`src/rtl/cwf_pkg.sv`:
```
package cwf_pkg;
    typedef enum logic {
        FILL_IDLE = 1'b0,
        FILL_RUN  = 1'b1
    } fill_mode_e;
endpackage

```
`src/rtl/cwf_seq.sv`:
```
module cwf_seq
    import cwf_pkg::*;
#(
    parameter int ADDR_W = 32,
    parameter int BEATS  = 4,
    parameter int WPB    = 2,
    parameter int BOFF_W = 3,
    localparam int BIDX_W = $clog2(BEATS),
    localparam int SEL_W  = $clog2(WPB),
    localparam int WIDX_W = BIDX_W + SEL_W,
    localparam int LNUM_W = ADDR_W - BIDX_W - BOFF_W
) (
    input  logic              clk,
    input  logic              rst_n,
    input  logic              req_valid,
    input  logic [LNUM_W-1:0] req_line,
    input  logic [WIDX_W-1:0] req_word,
    input  logic              mem_valid,
    output logic              busy,
    output logic [ADDR_W-1:0] mem_addr,
    output logic              beat_fire,
    output logic              first_fire,
    output logic [BIDX_W-1:0] beat_idx,
    output logic [SEL_W-1:0]  crit_sel,
    output logic              line_done
);
    typedef struct packed {
        fill_mode_e        mode;
        logic [LNUM_W-1:0] line;
        logic [BIDX_W-1:0] cur;
        logic [BIDX_W-1:0] cnt;
        logic [SEL_W-1:0]  sel;
        logic              done;
    } seq_t;

    seq_t seq_d, seq_q;
    logic fire_d;
    logic last_d;

    always_comb begin
        seq_d      = seq_q;
        seq_d.done = 1'b0;
        fire_d     = (seq_q.mode == FILL_RUN) && mem_valid;
        last_d     = (seq_q.cnt == BIDX_W'(BEATS - 1));
        if (seq_q.mode == FILL_IDLE) begin
            if (req_valid) begin
                seq_d.mode = FILL_RUN;
                seq_d.line = req_line;
                seq_d.cur  = req_word[WIDX_W-1:SEL_W];
                seq_d.sel  = req_word[SEL_W-1:0];
                seq_d.cnt  = '0;
            end
        end else if (fire_d) begin
            seq_d.cur = seq_q.cur + 1'b1;
            seq_d.cnt = seq_q.cnt + 1'b1;
            if (last_d) begin
                seq_d.mode = FILL_IDLE;
                seq_d.done = 1'b1;
            end
        end
    end

    always_ff @(posedge clk) begin
        if (!rst_n) seq_q <= '0;
        else        seq_q <= seq_d;
    end

    assign busy       = (seq_q.mode == FILL_RUN);
    assign mem_addr   = {seq_q.line, seq_q.cur, {BOFF_W{1'b0}}};
    assign beat_fire  = fire_d;
    assign first_fire = fire_d && (seq_q.cnt == '0);
    assign beat_idx   = seq_q.cur;
    assign crit_sel   = seq_q.sel;
    assign line_done  = seq_q.done;

    assert_addr_hold_R10: assert property (@(posedge clk) disable iff (!rst_n)
        (busy && !mem_valid) |=> $stable(mem_addr));

    assert_beat_step_R4: assert property (@(posedge clk) disable iff (!rst_n)
        (beat_fire && !last_d) |=> (beat_idx == BIDX_W'($past(beat_idx) + 1'b1)));

    assert_line_hold_R8: assert property (@(posedge clk) disable iff (!rst_n)
        (busy && !(beat_fire && last_d)) |=> $stable(mem_addr[ADDR_W-1:BIDX_W+BOFF_W]));

    assert_done_idle_R7: assert property (@(posedge clk) disable iff (!rst_n)
        line_done |-> (!busy && $past(beat_fire)));
endmodule

```
`src/rtl/cwf_line_buf.sv`:
```
module cwf_line_buf #(
    parameter int BEATS  = 4,
    parameter int BEAT_W = 64,
    localparam int BIDX_W = $clog2(BEATS)
) (
    input  logic                    clk,
    input  logic                    rst_n,
    input  logic                    wr_en,
    input  logic [BIDX_W-1:0]       wr_idx,
    input  logic [BEAT_W-1:0]       wr_data,
    output logic [BEATS*BEAT_W-1:0] line_data
);
    for (genvar g = 0; g < BEATS; g++) begin : g_slot
        logic [BEAT_W-1:0] slot_d, slot_q;

        always_comb begin
            slot_d = slot_q;
            if (wr_en && (wr_idx == BIDX_W'(g))) slot_d = wr_data;
        end

        always_ff @(posedge clk) begin
            if (!rst_n) slot_q <= '0;
            else        slot_q <= slot_d;
        end

        assign line_data[g*BEAT_W +: BEAT_W] = slot_q;
    end

    assert_slot_hold_R9: assert property (@(posedge clk) disable iff (!rst_n)
        !wr_en |=> $stable(line_data));
endmodule

```
`src/rtl/cwf_crit_fwd.sv`:
```
module cwf_crit_fwd #(
    parameter int WORD_W = 32,
    parameter int WPB    = 2,
    localparam int SEL_W  = $clog2(WPB),
    localparam int BEAT_W = WORD_W * WPB
) (
    input  logic              clk,
    input  logic              rst_n,
    input  logic              fire,
    input  logic [SEL_W-1:0]  sel,
    input  logic [BEAT_W-1:0] beat,
    output logic              crit_valid,
    output logic [WORD_W-1:0] crit_data
);
    typedef struct packed {
        logic              vld;
        logic [WORD_W-1:0] data;
    } fwd_t;

    fwd_t fwd_d, fwd_q;

    always_comb begin
        fwd_d     = fwd_q;
        fwd_d.vld = fire;
        if (fire) fwd_d.data = beat[sel*WORD_W +: WORD_W];
    end

    always_ff @(posedge clk) begin
        if (!rst_n) fwd_q <= '0;
        else        fwd_q <= fwd_d;
    end

    assign crit_valid = fwd_q.vld;
    assign crit_data  = fwd_q.data;

    assert_crit_pulse_R6: assert property (@(posedge clk) disable iff (!rst_n)
        crit_valid |=> !crit_valid);
endmodule

```
`src/rtl/cwf_fill_seq.sv`:
```
module cwf_fill_seq #(
    parameter int ADDR_W     = 32,
    parameter int WORD_W     = 32,
    parameter int BEAT_W     = 64,
    parameter int LINE_WORDS = 8,
    localparam int WPB       = BEAT_W / WORD_W,
    localparam int BEATS     = LINE_WORDS / WPB,
    localparam int BIDX_W    = $clog2(BEATS),
    localparam int SEL_W     = $clog2(WPB),
    localparam int WIDX_W    = $clog2(LINE_WORDS),
    localparam int BOFF_W    = $clog2(BEAT_W / 8),
    localparam int LNUM_W    = ADDR_W - BIDX_W - BOFF_W,
    localparam int LINE_BITS = LINE_WORDS * WORD_W
) (
    input  logic                 clk,
    input  logic                 rst_n,
    input  logic                 req_valid,
    input  logic [LNUM_W-1:0]    req_line,
    input  logic [WIDX_W-1:0]    req_word,
    output logic                 req_busy,
    output logic                 mem_ready,
    output logic [ADDR_W-1:0]    mem_addr,
    input  logic                 mem_valid,
    input  logic [BEAT_W-1:0]    mem_data,
    output logic                 crit_valid,
    output logic [WORD_W-1:0]    crit_data,
    output logic [LINE_BITS-1:0] line_data,
    output logic                 line_done
);
    logic              beat_fire;
    logic              first_fire;
    logic [BIDX_W-1:0] beat_idx;
    logic [SEL_W-1:0]  crit_sel;

    cwf_seq #(
        .ADDR_W (ADDR_W),
        .BEATS  (BEATS),
        .WPB    (WPB),
        .BOFF_W (BOFF_W)
    ) u_seq (
        .clk        (clk),
        .rst_n      (rst_n),
        .req_valid  (req_valid),
        .req_line   (req_line),
        .req_word   (req_word),
        .mem_valid  (mem_valid),
        .busy       (req_busy),
        .mem_addr   (mem_addr),
        .beat_fire  (beat_fire),
        .first_fire (first_fire),
        .beat_idx   (beat_idx),
        .crit_sel   (crit_sel),
        .line_done  (line_done)
    );

    cwf_line_buf #(
        .BEATS  (BEATS),
        .BEAT_W (BEAT_W)
    ) u_buf (
        .clk       (clk),
        .rst_n     (rst_n),
        .wr_en     (beat_fire),
        .wr_idx    (beat_idx),
        .wr_data   (mem_data),
        .line_data (line_data)
    );

    cwf_crit_fwd #(
        .WORD_W (WORD_W),
        .WPB    (WPB)
    ) u_fwd (
        .clk        (clk),
        .rst_n      (rst_n),
        .fire       (first_fire),
        .sel        (crit_sel),
        .beat       (mem_data),
        .crit_valid (crit_valid),
        .crit_data  (crit_data)
    );

    assign mem_ready = req_busy;

    assert_done_pulse_R7: assert property (@(posedge clk) disable iff (!rst_n)
        line_done |=> !line_done);

    assert_accept_R2: assert property (@(posedge clk) disable iff (!rst_n)
        $rose(req_busy) |-> $past(req_valid));
endmodule

```
`config.mk`:
```
export PLATFORM = sky130hd
export DESIGN_NAME = cwf_fill_seq
export DESIGN_NICKNAME = d
export VERILOG_FILES = /design/src/rtl/cwf_pkg.sv /design/src/rtl/cwf_seq.sv /design/src/rtl/cwf_line_buf.sv /design/src/rtl/cwf_crit_fwd.sv /design/src/rtl/cwf_fill_seq.sv
export SDC_FILE = /design/constraint.sdc
export NUM_CORES = 1
export LEC_CHECK = 0
export BUFFER_PORTS_ARGS = -buffer_cell sky130_fd_sc_hd__buf_2
export CAP_MARGIN = 10
export CORE_MARGIN = 8
export CORE_UTILIZATION = 40
export DETAILED_ROUTE_END_ITERATION = 10
export PLACE_DENSITY = 0.63
export SKIP_LAST_GASP = 1
export SLEW_MARGIN = 30
export SYNTH_ARGS = -nofsm -noshare
export SYNTH_HDL_FRONTEND = slang
export SYNTH_SLANG_ARGS = --single-unit
export TNS_END_PERCENT = 30
```
`constraint.sdc`:
```
create_clock -name clk -period 1.45 [get_ports clk]
set_input_delay 0.29 -clock clk [delete_from_list [all_inputs] [get_ports clk]]
set_output_delay 0.29 -clock clk [all_outputs]
set_load 0.05 [all_outputs]
```
==> results.json <==
{
  "nFillCells": 2561,
  "grt_pass1_wl_um": 60200,
  "cp_max_fo": 2,
  "grt_max_degree": 69,
  "numCtsBuffers": 36,
  "first_global_vias": 9900,
  "initial_utilization_pct": 40.7,
  "detailedPlacementHpwl_um": 31400,
  "vias_per_cell": 5.11,
  "critical_path_arrival_ps": 1150,
  "setup_viol": 0,
  "count_of_maximum_capacitance_violations": 0,
  "finalWeightedCongestion": 0.815,
  "mappedNetlistArea_um2": 11300,
  "tritoncts": "yes",
  "clock_skew_ps": 9.62,
  "flow.area_growth_from_synthesis_pct": 35.1,
  "timing.critical_path.cells": "buf_4, buf_4",
  "route.vias.total": 10263,
  "worst_reg2reg_path_depth": 7,
  "timing.critical_path.required_ps": 1160,
  "boundaryPins": 422,
  "io_buffer_count": 418,
  "library_cell_appearing_most_often_on_the_critical_path": "sky130_fd_sc_hd__buf_4",
  "drtPass1Iterations": 5,
  "cts-root-buf": "sky130_fd_sc_hd__clkbuf_16",
  "worst_hold_path_type": "in2reg",
  "synth_warn": 0,
  "crit_buf_inv": 2,
  "residual_overflow_from_global_routing": 0,
  "vdd_ir_drop_max_v": 0.000859,
  "final-max-slew-violation-count": 0,
  "final_setup_slack_of_the_worst_path_ps": 7.05,
  "dpl_worst_slack_ps": 70.5,
  "fin_hold_ws_ps": 41.0,
  "cp_slowest_cell": "sky130_fd_sc_hd__dfxtp_4",
  "synth_cell_type_count": 25,
  "fmaxAchievable_ghz": 0.693,
  "start_kind": "flip-flop",
  "synth.yosys.seq_area_share_pct": 57.1,
  "final_layout_size_suffix_gt1_share_pct": 33.6,
  "synth-seq-cells": 323,
  "hold_viol_final": 0,
  "min_delay_path_depth": 3,
  "final.min_clock_period_ps": 1440,
  "power-per-cell-area_nw_per_um2": 1330,
  "p_leak_nw": 6.86,
  "detail_route.wirelength_um": 42300,
  "power_mw": 20.4,
  "footprint_of_the_multi_input_gates_um2": 4120,
  "setup.worst_path.class": "reg2out",
  "antenna_found_initial": 4,
  "min_period_over_period_pct": 99.5,
  "floorplan.die.height_um": 184,
  "detailedRoute.firstIterationViolations": 736,
  "cpPeakStageDelay_ps": 330,
  "std_cell_rows": 61,
  "drc": 0,
  "run_status": "complete, no violations",
  "routedWlPerCell_um": 21.1,
  "worstSkewPairLatency_ps": 500,
  "syn-instance-count": 1233,
  "hold_buf_count_cts": 0,
  "synthesis.area_per_instance_um2": 9.19,
  "timing.critical_path.max_delay_family": "flip-flops",
  "cts_max_path_buffers": 3,
  "coreArea_um2": 27900,
  "cts.sinks": 323,
  "clkSlewWorstSetupHoldPaths_ps": 50,
  "dieWidth_um": 184,
  "die_area_um2": 34000,
  "htree_num_levels": 2,
  "worst_setup_path_end_kind": "output pin",
  "regArea_um2": 6480,
  "rsz0062_at_grt": "true",
  "critical_path_depth_in_cells": 2,
  "antenna_violating_nets_post_route": 0,
  "track_usage_pct": 23.1,
  "final_nets": 1709
}
[final timing paths]
check / from / endpoint / slack, ps
worst min-delay path: req_line[5] / u_seq.mem_addr[10]$_SDFFE_PN0P_ / 40
worst min register to register: u_seq.mem_addr[9]$_SDFFE_PN0P_ / u_seq.mem_addr[9]$_SDFFE_PN0P_ / 460
worst max-delay path: u_seq.busy$_SDFF_PN0_ / mem_ready / 7
worst max register to register: u_seq.beat_idx[0]$_SDFFE_PN0P_ / u_buf.g_slot[0].slot_q[6]$_SDFFE_PN0P_ / 50
[per-stage QoR]
stage / instance area (µm²) / std cells / TNS [ps] / util [%]
floorplan: 11300 / 1235 / 0 / -
global placement: 13900 / 1936 / 0 / 49.8
detailed placement: 13900 / 1936 / 0 / 49.8
CTS: 15100 / 1997 / -328 / 54.1
global route: 15300 / 2006 / -731 / 54.9
finish: 15300 / 2007 / 0 / 54.9
[placed cells by master, fill, tap and decap left out, types with 3 or more instances in the layout]
cell type / netlist / routed
sky130_fd_sc_hd__clkbuf_8: 0 / 9
sky130_fd_sc_hd__clkbuf_16: 0 / 41
sky130_fd_sc_hd__buf_2: 57 / 393
sky130_fd_sc_hd__buf_6: 4 / 8
sky130_fd_sc_hd__dfxtp_1: 323 / 317
sky130_fd_sc_hd__mux2i_1: 32 / 32
sky130_fd_sc_hd__a21boi_0: 29 / 29
sky130_fd_sc_hd__clkbuf_1: 40 / 6
sky130_fd_sc_hd__clkinv_2: 0 / 4
sky130_fd_sc_hd__nand2_1: 124 / 123
sky130_fd_sc_hd__buf_16: 0 / 3
sky130_fd_sc_hd__conb_1: 1 / 3
sky130_fd_sc_hd__nand3_1: 262 / 258
sky130_fd_sc_hd__inv_1: 5 / 5
sky130_fd_sc_hd__dfxtp_2: 0 / 5
sky130_fd_sc_hd__clkbuf_4: 0 / 10
sky130_fd_sc_hd__buf_4: 36 / 39
sky130_fd_sc_hd__buf_12: 0 / 22
sky130_fd_sc_hd__nand3_4: 0 / 4
sky130_fd_sc_hd__o2bb2ai_1: 32 / 32
sky130_fd_sc_hd__o21ai_0: 258 / 258
sky130_fd_sc_hd__ha_1: 6 / 6
[cells in the mapped netlist]
library cell	instances	area share [%]
sky130_fd_sc_hd__mux2i_1	32	2.8
sky130_fd_sc_hd__a21boi_1	1	0.066
sky130_fd_sc_hd__buf_1	11	0.36
sky130_fd_sc_hd__o2bb2ai_1	32	2.5
sky130_fd_sc_hd__nor2b_1	2	0.11
sky130_fd_sc_hd__a21boi_0	29	1.9
sky130_fd_sc_hd__nand2b_1	1	0.055
sky130_fd_sc_hd__buf_4	36	2.4
sky130_fd_sc_hd__a31oi_1	1	0.055
sky130_fd_sc_hd__and3_1	2	0.11
sky130_fd_sc_hd__buf_6	4	0.40
sky130_fd_sc_hd__ha_1	6	0.66
sky130_fd_sc_hd__a2bb2oi_1	1	0.077
sky130_fd_sc_hd__nand4_1	1	0.055
sky130_fd_sc_hd__inv_1	5	0.17
sky130_fd_sc_hd__nor2_1	2	0.066
sky130_fd_sc_hd__a32oi_1	1	0.077
sky130_fd_sc_hd__conb_1	1	0.033
sky130_fd_sc_hd__dfxtp_1	323	57
sky130_fd_sc_hd__o21a_1	1	0.066
sky130_fd_sc_hd__o21ai_0	258	11
sky130_fd_sc_hd__buf_2	57	2.5
sky130_fd_sc_hd__nand2_1	124	4.1
sky130_fd_sc_hd__nand3_1	262	12
sky130_fd_sc_hd__clkbuf_1	40	1.3
[what timing repair did]
item                                    CTS  global route
hold endpoints to repair                  0             0
endpoints found under the setup margin   27           159
gates resized for setup                  18            27
gates cloned                              0             5
buffers inserted                          1             3
[final cells by class]
class / count / share of cell area [%]
Timing Repair Buffer: 480 / 20.0
Multi-Input combinational cell: 759 / 26.9
Clock inverter: 8 / 0.491
Inverter: 5 / 0.123
Clock buffer: 52 / 7.01
Tap cell: 378 / 3.09
Antenna cell: 2 / 0.0327
Sequential cell: 323 / 42.3
[worst min-delay path: stages]
cell                       delay (ps)
sky130_fd_sc_hd__buf_2            100
sky130_fd_sc_hd__nand2_1           40
sky130_fd_sc_hd__a21boi_0          60
[cell families after synthesis]
group                      synth area share (%)
DFF                                        57.1
buffers and inverters                      7.16
other                                    0.0331
adders and majority gates                 0.663
muxes                                      2.83
and+or+nand+nor                            16.1
AOI/OAI and AO/OA                          16.1
[metal layers]
layer  share of wire, %  GRT usage [%]
met5              0.061              0
met4                3.1           8.29
met3                8.6           6.89
met2                 46           38.3
met1                 42           28.0
[state kept, by name, indices dropped and copies added (netlist names)]
register / flops
u_buf.g_slot.slot_q: 256
u_seq.beat_idx: 2
u_fwd.crit_data: 32
u_seq.crit_sel: 1
u_seq.busy: 1
u_seq.seq_q: 2
u_seq.line_done: 1
u_seq.mem_addr: 27
u_fwd.crit_valid: 1
[report_power, final]
| group | internal (mW) | switching, mW | total, mW |
|---|---|---|---|
| Sequential | 9.10 | 0.133 | 9.24 |
| Combinational | 0.655 | 1.70 | 2.36 |
| Clock | 5.29 | 3.49 | 8.78 |
| Total | 15.1 | 5.32 | 20.4 |
Note: power is estimated with default switching activity, not from simulation.
